### src/rtl/amo_pkg.sv
package amo_pkg;

  typedef enum logic [2:0] {
    OP_READ  = 3'd0,
    OP_WRITE = 3'd1,
    OP_TAS   = 3'd2,
    OP_SWAP  = 3'd3,
    OP_CAS   = 3'd4,
    OP_LL    = 3'd5,
    OP_SC    = 3'd6,
    OP_RSVD  = 3'd7
  } amo_op_e;

  function automatic logic op_is_atomic(input logic [2:0] op);
    return (op == OP_TAS) || (op == OP_SWAP) || (op == OP_CAS) || (op == OP_SC);
  endfunction

endpackage

### src/rtl/amo_mem.sv
module amo_mem #(
  parameter int DATA_W = 32,
  parameter int DEPTH  = 16,
  parameter int ADDR_W = $clog2(DEPTH)
) (
  input  logic              clk,
  input  logic              rst_n,
  input  logic              we,
  input  logic [ADDR_W-1:0] waddr,
  input  logic [DATA_W-1:0] wdata,
  input  logic [ADDR_W-1:0] raddr,
  output logic [DATA_W-1:0] rdata
);

  logic [DATA_W-1:0] words [DEPTH];

  for (genvar g = 0; g < DEPTH; g++) begin : g_word
    logic word_en;
    assign word_en = we && (waddr == ADDR_W'(g));

    always_ff @(posedge clk or negedge rst_n) begin
      if (!rst_n) begin
        words[g] <= '0;
      end else if (word_en) begin
        words[g] <= wdata;
      end
    end
  end

  assign rdata = words[raddr];

endmodule

### src/rtl/amo_resv.sv
module amo_resv #(
  parameter int ADDR_W = 4
) (
  input  logic              clk,
  input  logic              rst_n,
  input  logic              set_en,
  input  logic [ADDR_W-1:0] set_addr,
  input  logic              drop_en,
  input  logic              wr_en,
  input  logic [ADDR_W-1:0] wr_addr,
  input  logic [ADDR_W-1:0] chk_addr,
  output logic              hit,
  output logic              armed
);

  logic              vld_q, vld_d;
  logic [ADDR_W-1:0] addr_q, addr_d;

  always_comb begin
    vld_d  = vld_q;
    addr_d = addr_q;
    if (set_en) begin
      vld_d  = 1'b1;
      addr_d = set_addr;
    end else if (drop_en) begin
      vld_d = 1'b0;
    end else if (wr_en && (wr_addr == addr_q)) begin
      vld_d = 1'b0;
    end
  end

  always_ff @(posedge clk or negedge rst_n) begin
    if (!rst_n) begin
      vld_q  <= 1'b0;
      addr_q <= '0;
    end else begin
      vld_q  <= vld_d;
      addr_q <= addr_d;
    end
  end

  assign hit   = vld_q && (addr_q == chk_addr);
  assign armed = vld_q;

endmodule

### src/rtl/amo_alu.sv
module amo_alu
  import amo_pkg::*;
#(
  parameter int DATA_W = 32
) (
  input  amo_op_e           op,
  input  logic [DATA_W-1:0] old_word,
  input  logic [DATA_W-1:0] opa,
  input  logic [DATA_W-1:0] opb,
  input  logic              resv_hit,
  output logic              we,
  output logic [DATA_W-1:0] wdata,
  output logic [DATA_W-1:0] result
);

  logic match;
  assign match = (old_word == opa);

  always_comb begin
    we     = 1'b0;
    wdata  = opa;
    result = old_word;
    unique case (op)
      OP_TAS: begin
        we    = 1'b1;
        wdata = DATA_W'(1);
      end
      OP_SWAP: we = 1'b1;
      OP_CAS: begin
        we     = match;
        wdata  = opb;
        result = DATA_W'(match);
      end
      OP_SC: begin
        we     = resv_hit;
        result = DATA_W'(resv_hit);
      end
      default: ;
    endcase
  end

endmodule

### src/rtl/amo_unit.sv
module amo_unit
  import amo_pkg::*;
#(
  parameter int DATA_W = 32,
  parameter int DEPTH  = 16,
  parameter int ADDR_W = $clog2(DEPTH)
) (
  input  logic              clk,
  input  logic              rst_n,
  input  logic              req_valid,
  output logic              req_ready,
  input  logic [2:0]        req_op,
  input  logic [ADDR_W-1:0] req_addr,
  input  logic [DATA_W-1:0] req_opa,
  input  logic [DATA_W-1:0] req_opb,
  output logic              rsp_valid,
  output logic [DATA_W-1:0] rsp_data
);

  // reset: asserted asynchronously, released on a clock edge
  logic [1:0] rst_sync_q;
  logic       rst_ok;
  always_ff @(posedge clk or negedge rst_n) begin
    if (!rst_n) rst_sync_q <= 2'b00;
    else        rst_sync_q <= {rst_sync_q[0], 1'b1};
  end
  assign rst_ok = rst_sync_q[1];

  // request capture for the two-cycle atomic path
  logic              busy_q, busy_d;
  logic [2:0]        op_q;
  logic [ADDR_W-1:0] addr_q;
  logic [DATA_W-1:0] opa_q, opb_q, old_q;
  logic              accept, take_atomic;

  logic              mem_we;
  logic [ADDR_W-1:0] mem_waddr;
  logic [DATA_W-1:0] mem_wdata, mem_rdata;

  logic              alu_we;
  logic [DATA_W-1:0] alu_wdata, alu_result;
  logic              resv_hit, resv_vld;

  logic              rsp_valid_d;
  logic [DATA_W-1:0] rsp_data_d;

  assign req_ready   = rst_ok && !busy_q;
  assign accept      = req_valid && req_ready;
  assign take_atomic = accept && op_is_atomic(req_op);

  always_comb begin
    busy_d = busy_q;
    if (busy_q)           busy_d = 1'b0;
    else if (take_atomic) busy_d = 1'b1;
  end

  always_ff @(posedge clk or negedge rst_ok) begin
    if (!rst_ok) busy_q <= 1'b0;
    else         busy_q <= busy_d;
  end

  always_ff @(posedge clk or negedge rst_ok) begin
    if (!rst_ok) begin
      op_q   <= 3'd0;
      addr_q <= '0;
      opa_q  <= '0;
      opb_q  <= '0;
      old_q  <= '0;
    end else if (take_atomic) begin
      op_q   <= req_op;
      addr_q <= req_addr;
      opa_q  <= req_opa;
      opb_q  <= req_opb;
      old_q  <= mem_rdata;
    end
  end

  // single write port: atomic write-back in the busy cycle, plain write otherwise
  always_comb begin
    if (busy_q) begin
      mem_we    = alu_we;
      mem_waddr = addr_q;
      mem_wdata = alu_wdata;
    end else begin
      mem_we    = accept && (req_op == OP_WRITE);
      mem_waddr = req_addr;
      mem_wdata = req_opa;
    end
  end

  amo_mem #(.DATA_W(DATA_W), .DEPTH(DEPTH), .ADDR_W(ADDR_W)) u_mem (
    .clk   (clk),
    .rst_n (rst_ok),
    .we    (mem_we),
    .waddr (mem_waddr),
    .wdata (mem_wdata),
    .raddr (req_addr),
    .rdata (mem_rdata)
  );

  amo_resv #(.ADDR_W(ADDR_W)) u_resv (
    .clk      (clk),
    .rst_n    (rst_ok),
    .set_en   (accept && (req_op == OP_LL)),
    .set_addr (req_addr),
    .drop_en  (busy_q && (op_q == OP_SC)),
    .wr_en    (mem_we),
    .wr_addr  (mem_waddr),
    .chk_addr (addr_q),
    .hit      (resv_hit),
    .armed    (resv_vld)
  );

  amo_alu #(.DATA_W(DATA_W)) u_alu (
    .op       (amo_op_e'(op_q)),
    .old_word (old_q),
    .opa      (opa_q),
    .opb      (opb_q),
    .resv_hit (resv_hit),
    .we       (alu_we),
    .wdata    (alu_wdata),
    .result   (alu_result)
  );

  always_comb begin
    rsp_valid_d = busy_q || (accept && !take_atomic);
    rsp_data_d  = busy_q ? alu_result : mem_rdata;
  end

  always_ff @(posedge clk or negedge rst_ok) begin
    if (!rst_ok) begin
      rsp_valid <= 1'b0;
      rsp_data  <= '0;
    end else begin
      rsp_valid <= rsp_valid_d;
      rsp_data  <= rsp_data_d;
    end
  end

endmodule

### config.mk
export PLATFORM = sky130hd
export DESIGN_NAME = amo_unit
export DESIGN_NICKNAME = d
export VERILOG_FILES = /design/src/rtl/amo_pkg.sv /design/src/rtl/amo_mem.sv /design/src/rtl/amo_resv.sv /design/src/rtl/amo_alu.sv /design/src/rtl/amo_unit.sv
export SDC_FILE = /design/constraint.sdc
export NUM_CORES = 1
export LEC_CHECK = 0
export BUFFER_PORTS_ARGS = -buffer_cell sky130_fd_sc_hd__buf_2
export CAP_MARGIN = 20
export CORE_MARGIN = 3
export CORE_UTILIZATION = 60
export DETAILED_ROUTE_END_ITERATION = 6
export PLACE_DENSITY_LB_ADDON = 0.08
export SETUP_SLACK_MARGIN = 0.3
export SYNTH_ARGS = -nofsm -noshare
export SYNTH_HDL_FRONTEND = slang
export SYNTH_SLANG_ARGS = --single-unit
### constraint.sdc
create_clock -name clk -period 27.6 [get_ports clk]
set_input_delay 5.52 -clock clk [delete_from_list [all_inputs] [get_ports clk]]
set_output_delay 5.52 -clock clk [all_outputs]
set_load 0.03 [all_outputs]
==> flow_metrics.env, run 1 <==
export IMPL_ant_nets=0
export IMPL_maxCapViolations=0
export IMPL_vias=17000
export IMPL_seq_area_frac_synth_pct=54.7
export IMPL_required_ns=28.07
export IMPL_end_kind="register"
export IMPL_r2r_cells=8
export IMPL_place_gp_congestion=0.833
export IMPL_die_w_um=230
export IMPL_yosysWarnings=0
export IMPL_path_class="primary input to register"
export IMPL_dr_pass1_iters=5
export IMPL_postCtsResizedCells=0
export IMPL_grt_pass1_vias=18200
export IMPL_pin_count=108
export IMPL_synth_ff_type="dfrtp_1"
export IMPL_slew_viol_final=0
export IMPL_yosys_top_cells_area="dfrtp_1, mux2_2, mux4_2"
export IMPL_htree_levels=3
export IMPL_coreArea_sq_um=49200
export IMPL_holdBufCountCts=0
export IMPL_cts_buffers=69
export IMPL_fp_row_count=81
export IMPL_post_cts_setup_buffers=0
export IMPL_status="finished, final reports clean"
export IMPL_p_leak_nw=13.6
export IMPL_worstMarginPinSlew_ns=0.982
export IMPL_cts_tree="yes"
export IMPL_final_hold_viol_count=0
export IMPL_syn_avg_cell_area_sq_um=15.3
export IMPL_synth_cells=1964
export IMPL_vdd_ir_drop_max_mv=0.0541
export IMPL_startpoint_type="primary input"
export IMPL_relSlewSlack_pct=34.5
export IMPL_nNetsFinal=2102
export IMPL_grt_ovfl_total=0
export IMPL_syn_num_nets=2038
export IMPL_ys_types=40
export IMPL_antenna_found_initial=1
export IMPL_crit_arrival_ns=8.93
export IMPL_viasPerCell=6.22
export IMPL_clock_skew_ns=0.0196
export IMPL_crit_fanout=38
export IMPL_total_power_w=0.00239
export IMPL_finalCriticalPeriod_ns=8.46
export IMPL_syn_to_final_growth_pct=10.4
export IMPL_worstHoldPathType="register to async pin"
export IMPL_setup_tns_final_ns=0
export IMPL_syn_cell_area_sq_um=30000
export IMPL_clk_path_buf_depth=3
export IMPL_utilization_pct=67.4
export IMPL_initial_core_util_pct=61.0
export IMPL_fmax_ghz=0.118
export IMPL_grt_pass1_wl_um=113000
export IMPL_grt_start_max_net_pins=159
export IMPL_wire_per_inst_um=26.5
export IMPL_min_period_over_period_pct=30.7
export IMPL_yosysMostFrequentCell="dfrtp_1"
export IMPL_yosysTopAreaCell="dfrtp_1"
export IMPL_synth_common_cells="dfrtp_1, mux2_2, mux4_2"
export IMPL_cts_sinks=656
export IMPL_drive_gt1_share_pct=48.8
export IMPL_power_density_nw_per_um2=72.2
export IMPL_io_buffers=107
export IMPL_synth_seq_cells=656
export IMPL_synth_edf_count=0
export IMPL_clk_latency_ns=0.60
export IMPL_drtIter0Drc=1165
export IMPL_setup_viol=0
export IMPL_clk_pin_slew_ns=0.06
export IMPL_drcViolationCount=0
export IMPL_n_antenna_cell=0
export IMPL_ff2ff_setup_slack_ns=23.13
export IMPL_cts_root_buffer="clkbuf_16"
export IMPL_grt_usage_pct=28.3
export IMPL_die_h_um=230
export IMPL_die_area_sq_um=52700
export IMPL_async_reset_ff_share_pct=100
export IMPL_synth_top_area_share_pct=54.7
export IMPL_hpwlAfterDp_um=42200
export IMPL_drt_total_wl_um=72400
export IMPL_rsz0062_at_grt="no"
worst max-delay path, cell delays in order:
cell     delay [ns]
buf_2          0.08
buf_4          0.64
inv_1          0.13
o32ai_1        0.67
nand2_2        0.30
o21ai_4        0.71
buf_4          0.46
mux2_2         0.38
flip-flops by register name (all words and copies together) (netlist names):
signal and cells:
opb_q 32, addr_q 4, old_q 32, rsp_valid 1, rst_sync_q 2, op_q 3, rsp_data 32, u_resv.addr_q 4
opa_q 32, u_mem.words 512, busy_q 1, u_resv.armed 1
per-stage QoR:
step / std cells / setup WS (ns) / hold WS [ns] / area, sq um
after CTS: 2733 / 19.17 / 0.206 / 33100
final: 2736 / 19.14 / 0.193 / 33100
after floorplan: 1964 / 6.41 / 0.331 / 30000
after global routing: 2736 / 18.96 / 0.205 / 33100
after detailed placement: 2618 / 18.55 / 0.199 / 30900
after global placement: 2618 / 18.66 / 0.197 / 30900
power breakdown:
part	total (W)	leakage (nW)	internal [W]	switching, W
sequential	0.00115	7.71	0.00107	0.0000740
clock	0.000897	1.08	0.000530	0.000367
combinational	0.000343	4.81	0.000172	0.000171
cell usage in the layout (no fill, tap or decap), types with 10 or more instances in the layout:
cell,n
clkbuf_8,16
mux2_1,38
mux2_2,576
dfrtp_1,654
mux4_2,160
nand2_1,75
nand3_1,22
a21o_1,32
inv_1,38
buf_2,105
o21ai_4,16
a21oi_1,36
clkinv_2,10
nor2_1,37
clkbuf_1,15
clkbuf_16,73
xnor2_1,35
o21ai_0,39
buf_4,35
layer usage:
| metal | vias up | track usage [%] | share of wire, % |
|---|---|---|---|
| li1 | 7285 | - | - |
| met5 | - | 0 | 0 |
| met2 | 424 | 46.5 | 49 |
| met4 | 0 | 6.82 | 2.2 |
| met1 | 9217 | 40.4 | 44 |
| met3 | 102 | 4.30 | 4.9 |
worst paths after layout:
check	startpoint	end
max	req_addr[2]	u_mem.words[39]$_DFFE_PN0P_
min	rst_sync_q[1]$_DFF_PN0_	u_mem.words[466]$_DFFE_PN0P_
max reg2reg	busy_q$_DFF_PN0_	u_mem.words[203]$_DFFE_PN0P_
min reg2reg	rst_sync_q[1]$_DFF_PN0_	u_mem.words[466]$_DFFE_PN0P_
max in group asynchronous	rst_n	rst_sync_q[1]$_DFF_PN0_
min in group clk	rst_sync_q[0]$_DFF_PN0_	rst_sync_q[1]$_DFF_PN0_
area by class of cell:
| class | instances | area, sq um |
|---|---|---|
| Sequential cell | 656 | 16400 |
| Fill cell | 3456 | 16000 |
| Multi-Input combinational cell | 1117 | 12600 |
| Clock buffer | 103 | 2090 |
| Timing Repair Buffer | 145 | 890 |
| Tap cell | 664 | 831 |
| Inverter | 39 | 146 |
| Clock inverter | 12 | 87.6 |
kinds of logic after synthesis:
group                  Yosys count  share of synthesized area [%]
multiplexers                   775                           35.1
flip-flops                     656                           54.7
buffers and inverters          191                           3.58
AND/OR/NAND/NOR                163                           2.48
AO/OA/AOI/OAI                  137                           2.92
XOR/XNOR                        41                           1.20
other                            1                         0.0125
(Power assumes the default switching activity.)
==> run 2, diff against run 1 <==
CORE_UTILIZATION = 56   (was 60)
clock period = 7.38 ns   (was 27.6 ns; I/O delays follow)
==> run 2 against run 1 <==
Effect of this change: power rose to 3.9 times the previous value; global-route usage down 0.94 points; utilization down 3.3 points; combinational power rose to 3.8 times the previous value; final area up 2.1%; highest routed layer unchanged; non-clock buffer count up 4; via count up 1.0%; register-to-register slack worse by 20 ns; routed wire length up 4.2%.
==> flow_metrics.env, run 2 (same netlist as run 1, synthesis figures left out) <==
export IMPL_p_comb_share_pct=14.3
export IMPL_viasPerCell=6.20
export IMPL_ff2ff_setup_slack_ns=3.04
export IMPL_largest_register="u_mem.words"
export IMPL_cts_root_buffer="clkbuf_16"
export IMPL_worstMarginPinSlew_ns=1.18
export IMPL_mostFrequentLayoutCell="dfrtp_1"
export IMPL_wl_met3_um=4070
export IMPL_p_leak_nw=14.0
export IMPL_holdBufCountCts=0
export IMPL_fmax_ghz=0.214
export IMPL_grt_start_max_net_pins=82
export IMPL_hpwlAfterDp_um=45900
export IMPL_clock_skew_ns=0.0144
export IMPL_grt_ovfl_total=0
export IMPL_cp_slowest_cell="o21ai_4"
export IMPL_min_period_over_period_pct=63.4
export IMPL_power_density_nw_per_um2=274
export IMPL_required_ns=7.85
export IMPL_cts_sinks=656
export IMPL_die_area_sq_um=56400
export IMPL_drcViolationCount=0
export IMPL_die_h_um=237
export IMPL_relSlewSlack_pct=21.3
export IMPL_setup_tns_final_ns=0
export IMPL_place_gp_congestion=0.789
export IMPL_coreArea_sq_um=52800
export IMPL_grt_pass1_vias=18200
export IMPL_wire_per_inst_um=27.2
export IMPL_end_kind="register"
export IMPL_worstHoldPathType="register to async pin"
export IMPL_io_buffers=107
export IMPL_grt_usage_pct=27.4
export IMPL_status="finished, final reports clean"
export IMPL_dr_pass1_iters=4
export IMPL_cts_buffers=70
export IMPL_startpoint_type="primary input"
export IMPL_drtIter0Drc=1261
export IMPL_post_cts_setup_buffers=0
export IMPL_p_sw_share_pct=25.9
export IMPL_path_class="primary input to register"
export IMPL_fp_row_count=84
export IMPL_n_fill_cell=3777
export IMPL_drt_total_wl_um=75500
export IMPL_top_layer="met4"
export IMPL_setup_viol=0
export IMPL_clk_latency_ns=0.59
export IMPL_drive_gt1_share_pct=49.5
export IMPL_path_cells="clkbuf_8 -> inv_1 -> o32ai_1 -> nand3_1 -> o21ai_4 -> buf_4 -> mux2_2"
export IMPL_power_switching_w=0.00239
export IMPL_grt_pass1_wl_um=115000
export IMPL_slew_viol_final=0
export IMPL_p_clk_share_pct=39.1
export IMPL_m1WireLength_um=34400
export IMPL_whs_ns=0.301
export IMPL_final_hold_viol_count=0
export IMPL_crit_arrival_ns=5.15
export IMPL_cts_tree="yes"
export IMPL_htree_levels=3
export IMPL_crit_fanout=52
export IMPL_rsz0062_at_grt="no"
export IMPL_nNetsFinal=2107
export IMPL_pin_count=108
export IMPL_p_int_w=0.00686
export IMPL_ant_nets=0
export IMPL_initial_core_util_pct=56.9
export IMPL_p_seq_share_pct=46.6
export IMPL_antenna_found_initial=2
export IMPL_largest_reg_flops=512
export IMPL_clk_pin_slew_ns=0.06
export IMPL_max_stage_delay_ns=1.06
export IMPL_wl_met2_um=35500
export IMPL_postCtsResizedCells=0
export IMPL_utilization_pct=64.1
export IMPL_die_w_um=237
export IMPL_syn_to_final_growth_pct=12.7
export IMPL_vdd_ir_drop_max_mv=0.156
export IMPL_maxCapViolations=0
export IMPL_clk_path_buf_depth=3
export IMPL_finalCriticalPeriod_ns=4.68
export IMPL_most_common_layout_cells="dfrtp_1, mux2_2, mux4_2"
export IMPL_vias=17200
==> run 2: cell types whose count changed in the layout (fill, tap and decap cells not counted), moves of 2 or more <==
cell / before / now
bufinv_16: 1 / 6
o32ai_4: 0 / 4
clkinv_2: 10 / 14
buf_4: 35 / 39
mux2_4: 0 / 90
clkbuf_1: 15 / 11
nand2_2: 4 / 2
mux2_2: 576 / 486
clkinvlp_4: 1 / 3
o32ai_1: 8 / 4
nand2_4: 0 / 2
==> run 2: routing by layer <==
| metal | global-route usage [%] | vias up |
|---|---|---|
| met2 | 42.9 | 455 |
| met3 | 4.97 | 90 |
| li1 | - | 7315 |
| met1 | 40.1 | 9342 |
| met5 | 0 | - |
| met4 | 7.37 | 0 |
==> run 2: layout make-up <==
| class | instances | area, sq um | share of cell area [%] |
|---|---|---|---|
| antenna | 1 | 2.50 | 0.00740 |
| clock buffer | 100 | 2090 | 6.18 |
| clock inverter | 24 | 282 | 0.833 |
| inverter | 39 | 146 | 0.433 |
| multi-input combinational | 1117 | 13100 | 38.7 |
| sequential | 656 | 16400 | 48.6 |
| tap | 688 | 861 | 2.55 |
| timing repair buffer | 149 | 927 | 2.74 |
==> run 2: critical path, delay by kind of cell <==
kind                   cells  cell delay, ns
AND/OR/NAND/NOR            1            0.44
AO/OA/AOI/OAI              2            1.66
buffers and inverters      3            1.16
multiplexers               1            0.38
==> run 2: worst paths after layout <==
check | end | cells after the start | start
worst max-delay path | u_mem.words[277]$_DFFE_PN0P_ | 7 | req_addr[0]
worst min-delay path | u_mem.words[399]$_DFFE_PN0P_ | 0 | rst_sync_q[1]$_DFF_PN0_
worst max register to register | u_mem.words[277]$_DFFE_PN0P_ | 7 | old_q[12]$_DFFE_PN0P_
worst min register to register | u_mem.words[399]$_DFFE_PN0P_ | 0 | rst_sync_q[1]$_DFF_PN0_
max in group asynchronous | u_mem.words[330]$_DFFE_PN0P_ | 4 | rst_sync_q[1]$_DFF_PN0_
min in group clk | rst_sync_q[1]$_DFF_PN0_ | 0 | rst_sync_q[0]$_DFF_PN0_
==> run 2: per-stage QoR <==
step	std cells	setup WS [ns]	instance area [sq um]	total power [W]
after floorplan	1964	0.180	30500	0.00526
after global placement	2644	2.08	31300	0.00564
after detailed placement	2646	2.04	31400	0.00569
after CTS	2770	2.68	33700	0.00933
after global routing	2773	2.45	33800	0.00962
final	2774	2.70	33800	0.00925
==> run 2: power groups by stage <==
stage / Combinational, W / Sequential, W / Clock (W)
after floorplan: 0.000884 / 0.00438 / 0
after global placement: 0.00129 / 0.00435 / 0
after detailed placement: 0.00133 / 0.00436 / 0
after CTS: 0.00133 / 0.00430 / 0.00369
after global routing: 0.00143 / 0.00436 / 0.00384
final: 0.00132 / 0.00431 / 0.00362
